===== config.mk =====
export PLATFORM = sky130hd
export DESIGN_NAME = frame_tag_latch
export DESIGN_NICKNAME = d
export VERILOG_FILES = /design/src/rtl/frame_tag_latch.sv
export SDC_FILE = /design/constraint.sdc
export NUM_CORES = 1
export LEC_CHECK = 0
export BUFFER_PORTS_ARGS = -buffer_cell sky130_fd_sc_hd__buf_2
export CORE_MARGIN = 4
export CORE_UTILIZATION = 38
export CTS_CLUSTER_DIAMETER = 30
export DETAILED_ROUTE_END_ITERATION = 7
export PLACE_DENSITY = 0.72
export SYNTH_ARGS = -nofsm -noshare
export SYNTH_HDL_FRONTEND = slang
export SYNTH_SLANG_ARGS = --single-unit

===== constraint.sdc =====
create_clock -name clk -period 1.2 [get_ports clk]
set_input_delay 0.12 -clock clk [delete_from_list [all_inputs] [get_ports clk]]
set_output_delay 0.12 -clock clk [all_outputs]
set_load 0.01 [all_outputs]

===== src/rtl/frame_tag_latch.sv =====
module frame_tag_latch #(
  parameter int PIX_W   = 24,
  parameter int TAG_W   = 8,
  parameter int MIN_NUM = 1,
  parameter int MAX_NUM = 99
) (
  input  logic             clk,
  input  logic             rst_n,
  input  logic             pix_valid,
  input  logic             sof,
  input  logic [PIX_W-1:0] pix_data,
  input  logic             rd_en,
  output logic [TAG_W-1:0] rd_data,
  output logic             rd_ack,
  output logic             tag_err
);

  localparam int CMP_W = TAG_W + 1;

  logic             armed_q;
  logic [TAG_W-1:0] tag_q;
  logic             grab;
  logic [TAG_W-1:0] nxt;
  logic             nxt_bad;

  assign grab    = pix_valid && (sof || armed_q);
  assign nxt     = pix_data[TAG_W-1:0];
  assign nxt_bad = (CMP_W'(nxt) < CMP_W'(MIN_NUM)) || (CMP_W'(nxt) > CMP_W'(MAX_NUM));

  always_ff @(posedge clk or negedge rst_n) begin
    if (!rst_n) begin
      armed_q <= 1'b0;
      tag_q   <= '0;
      tag_err <= 1'b0;
    end else begin
      if (grab) begin
        armed_q <= 1'b0;
        tag_q   <= nxt;
        tag_err <= nxt_bad;
      end else if (sof) begin
        armed_q <= 1'b1;
      end
    end
  end

  always_ff @(posedge clk or negedge rst_n) begin
    if (!rst_n) begin
      rd_data <= '0;
      rd_ack  <= 1'b0;
    end else begin
      rd_ack <= rd_en;
      if (rd_en) rd_data <= tag_q;
    end
  end

  AST_SOF_CAPTURE: assert property (@(posedge clk) disable iff (!rst_n)
    (sof && pix_valid) |=> (tag_q == $past(pix_data[TAG_W-1:0])));
  AST_IDLE_HOLD: assert property (@(posedge clk) disable iff (!rst_n)
    (!sof && !armed_q) |=> $stable(tag_q));
  AST_ARM_SOF: assert property (@(posedge clk) disable iff (!rst_n)
    (sof && !pix_valid) |=> armed_q);
  AST_ACK_PULSE: assert property (@(posedge clk) disable iff (!rst_n)
    rd_en |=> rd_ack);
  AST_ACK_IDLE: assert property (@(posedge clk) disable iff (!rst_n)
    !rd_en |=> !rd_ack);
  AST_READ_OLD: assert property (@(posedge clk) disable iff (!rst_n)
    (rd_en && grab) |=> (rd_data == $past(tag_q)));
  AST_ERR_STABLE: assert property (@(posedge clk) disable iff (!rst_n)
    !grab |=> $stable(tag_err));
  AST_ERR_RANGE: assert property (@(posedge clk) disable iff (!rst_n)
    grab |=> (tag_err == ((tag_q < TAG_W'(MIN_NUM)) || (tag_q > TAG_W'(MAX_NUM)))));

endmodule


==> reports/qor.csv <==
metric,value,unit
status,"finished, final reports clean",
ant diodes,0,
CTS HTree Levels,1,
vias per inst,4.66,
Filler Cell Count,165,
Iter 0 DRT Violations,2,
GRT Total Usage,0.109,
main flop type after synthesis,dfrtp_1,
worst hold path class,input port to flip-flop,
worst-skew pair later-pin latency,290,ps
Synth area leaders,"dfrtp_1, mux2_2, a2111oi_2, o311a_1, o21ai_2",
crit-path max FO,6,
Fin. Hold Viols,0,
post-synth cell types,11,
core area,0.00176,mm²
Pre-antenna DRT Iters,2,
io pins,39,
Horiz. Die Dim,51.6,µm
GP Congestion,0.690,
die area,0.00266,mm²
Num CTS Buffers,3,
Die Y-Extent,51.6,µm
Cells after Synth,45,
required time worst endpoint,1380,ps
synth-to-layout area growth,27.6,%
Slew @ Worst Pin,411,ps
share of the synthesized area in the top cell type,0.659,
Starting Density,0.409,
complex-gate fraction of the synthesized area,0.0537,
max cap viols,0,
top-count cell post-synth,dfrtp_1,
"FF+latch count, synth",19,
Setup crit end kind,flip-flop,
number of flops mapped to enable cells by yosys,0,
post-detail-place hpwl,1010,µm
CP arrival,1340,ps
critical path class,input port to flip-flop,
Cell Pwr Density,1480,mW/mm²
clk_skew,6.97,ps
Post-CTS Resized,0,
share of layout cells above drive strength 1,0.622,
Post-Syn Area per Cell,16.0,µm²
PortBufs,22,
Final #Nets,104,
DRC,0,
total of warnings raised by yosys,0,
Setup crit start kind,input port,
clock root buffer,clkbuf_4,
grt ovf,0,
relative slew slack,0.726,
largest family of logic cells by synthesized area,multiplexers,
Clock Sink Count,19,
Max VDD drop,874,µV
XOR/XNOR share of the synthesized area,0,
clock-pin slew on the worst setup and hold paths,110,ps
ys async rst share,1.00,
Tot Pwr,0.00136,W
CTS tree,built,
post-route antenna net violation count,0,
"Seq/Total Area, Yosys",0.659,
Tcrit/Tclk final,0.968,
antenna violations before repair,0,
Max Slew Vio Count,0,
"area leader, netlist",dfrtp_1,
via count,461,
first-pass GRT wire length,2100,µm
largest net degree at the start of global routing,20,
minimum clock period,1160,ps
Post-Synth Adder-Cell Area,0,
Final Setup Violations,0,
FMAX,0.861,GHz
vias in the first global route,472,
final core occ,0.522,
syn_nets,74,
total wire length,1260,µm
Post-synth top cells,"dfrtp_1, mux2_2, nor2_1",
Post-Synthesis Cell Area,722,µm²
DR WL/cell,12.7,µm
Leak Pwr,0.429,nW
RSZ-0062 raised after global routing,yes,
fraction of synthesized area in multiplexers,0.250,
simple-gate share of the synthesized area,0.0260,
row count,15,
clk buf depth,2,
## critical path: stages
cell and delay [ps]:
dlygate4sd3_1 530, buf_2 130, o21ai_2 60, buf_4 170, mux2_2 330
## flip-flops by register name (all words and copies together), names as in the netlist
| signal | flops |
|---|---|
| tag_q | 8 |
| rd_data | 8 |
| rd_ack | 1 |
| tag_err | 1 |
| armed_q | 1 |
## where the power goes
group	switching, W	total, W	internal, W	leakage (nW)
registers	0.0000461	0.000787	0.000741	0.222
logic	0.000119	0.000267	0.000148	0.189
clock network	0.000187	0.000311	0.000124	0.0177
## through the flow
stage	cells	worst slack, ps	area [µm²]	TNS [ps]	hold WS [ps]
floorplan	45	2.91	722	0	-176
global placement	93	63.8	873	0	70.9
detailed placement	93	49.6	873	0	70.5
CTS	99	32.4	921	0	55.0
global route	99	-22.0	921	-47.8	32.5
finish	99	38.3	921	0	55.2
## cells by family after synthesis
kind of cell,Yosys count
AOI/OAI and AO/OA,4
muxes,16
and+or+nand+nor,4
buffers and inverters,2
DFF,19
## layout make-up
cell class                 instances  area, µm²  share of cell area
multi-input combinational         24        238               0.258
sequential                        19        475               0.516
tap                               25       31.3              0.0340
clock inverter                     1       5.00             0.00543
timing repair buffer              26        145               0.158
inverter                           1       3.75             0.00408
clock buffer                       3       22.5              0.0245
## cell usage in the layout (no fill, tap or decap)
cell            n
a2111oi_2       1
a21oi_1         1
buf_2          22
buf_4           2
clkbuf_4        3
clkinv_2        1
dfrtp_1        19
dlygate4sd3_1   2
inv_1           1
mux2_2         16
nor2_1          2
nor3_1          1
nor4_1          1
o21ai_2         1
o311a_1         1
## layer usage
metal,share of wire,vias to the layer above,global-route usage
met2,0.53,12,0.165
li1,-,222,-
met3,0.034,2,0.0258
met1,0.42,225,0.145
met4,0.017,0,0.0524
met5,0,-,0
## final timing paths
kind,startpoint,to,slack [ps],cells after the start
min in group asynchronous,rst_n,rd_ack,280,2
max reg2reg,armed_q,tag_q[4],50,3
max in group asynchronous,rst_n,armed_q,630,2
max,pix_valid,tag_q[4],40,5
min reg2reg,tag_q[5],tag_q[5],510,1
min,rd_en,rd_ack,60,1
## repair_timing
action / 4_1_cts / 5_1_grt
hold endpoints to repair: 20 / 0
hold buffers: 2 / 0
buffers inserted: 0 / 0
endpoints found under the setup margin: 0 / 5
No activity file was read; power rests on OpenSTA's default activity.
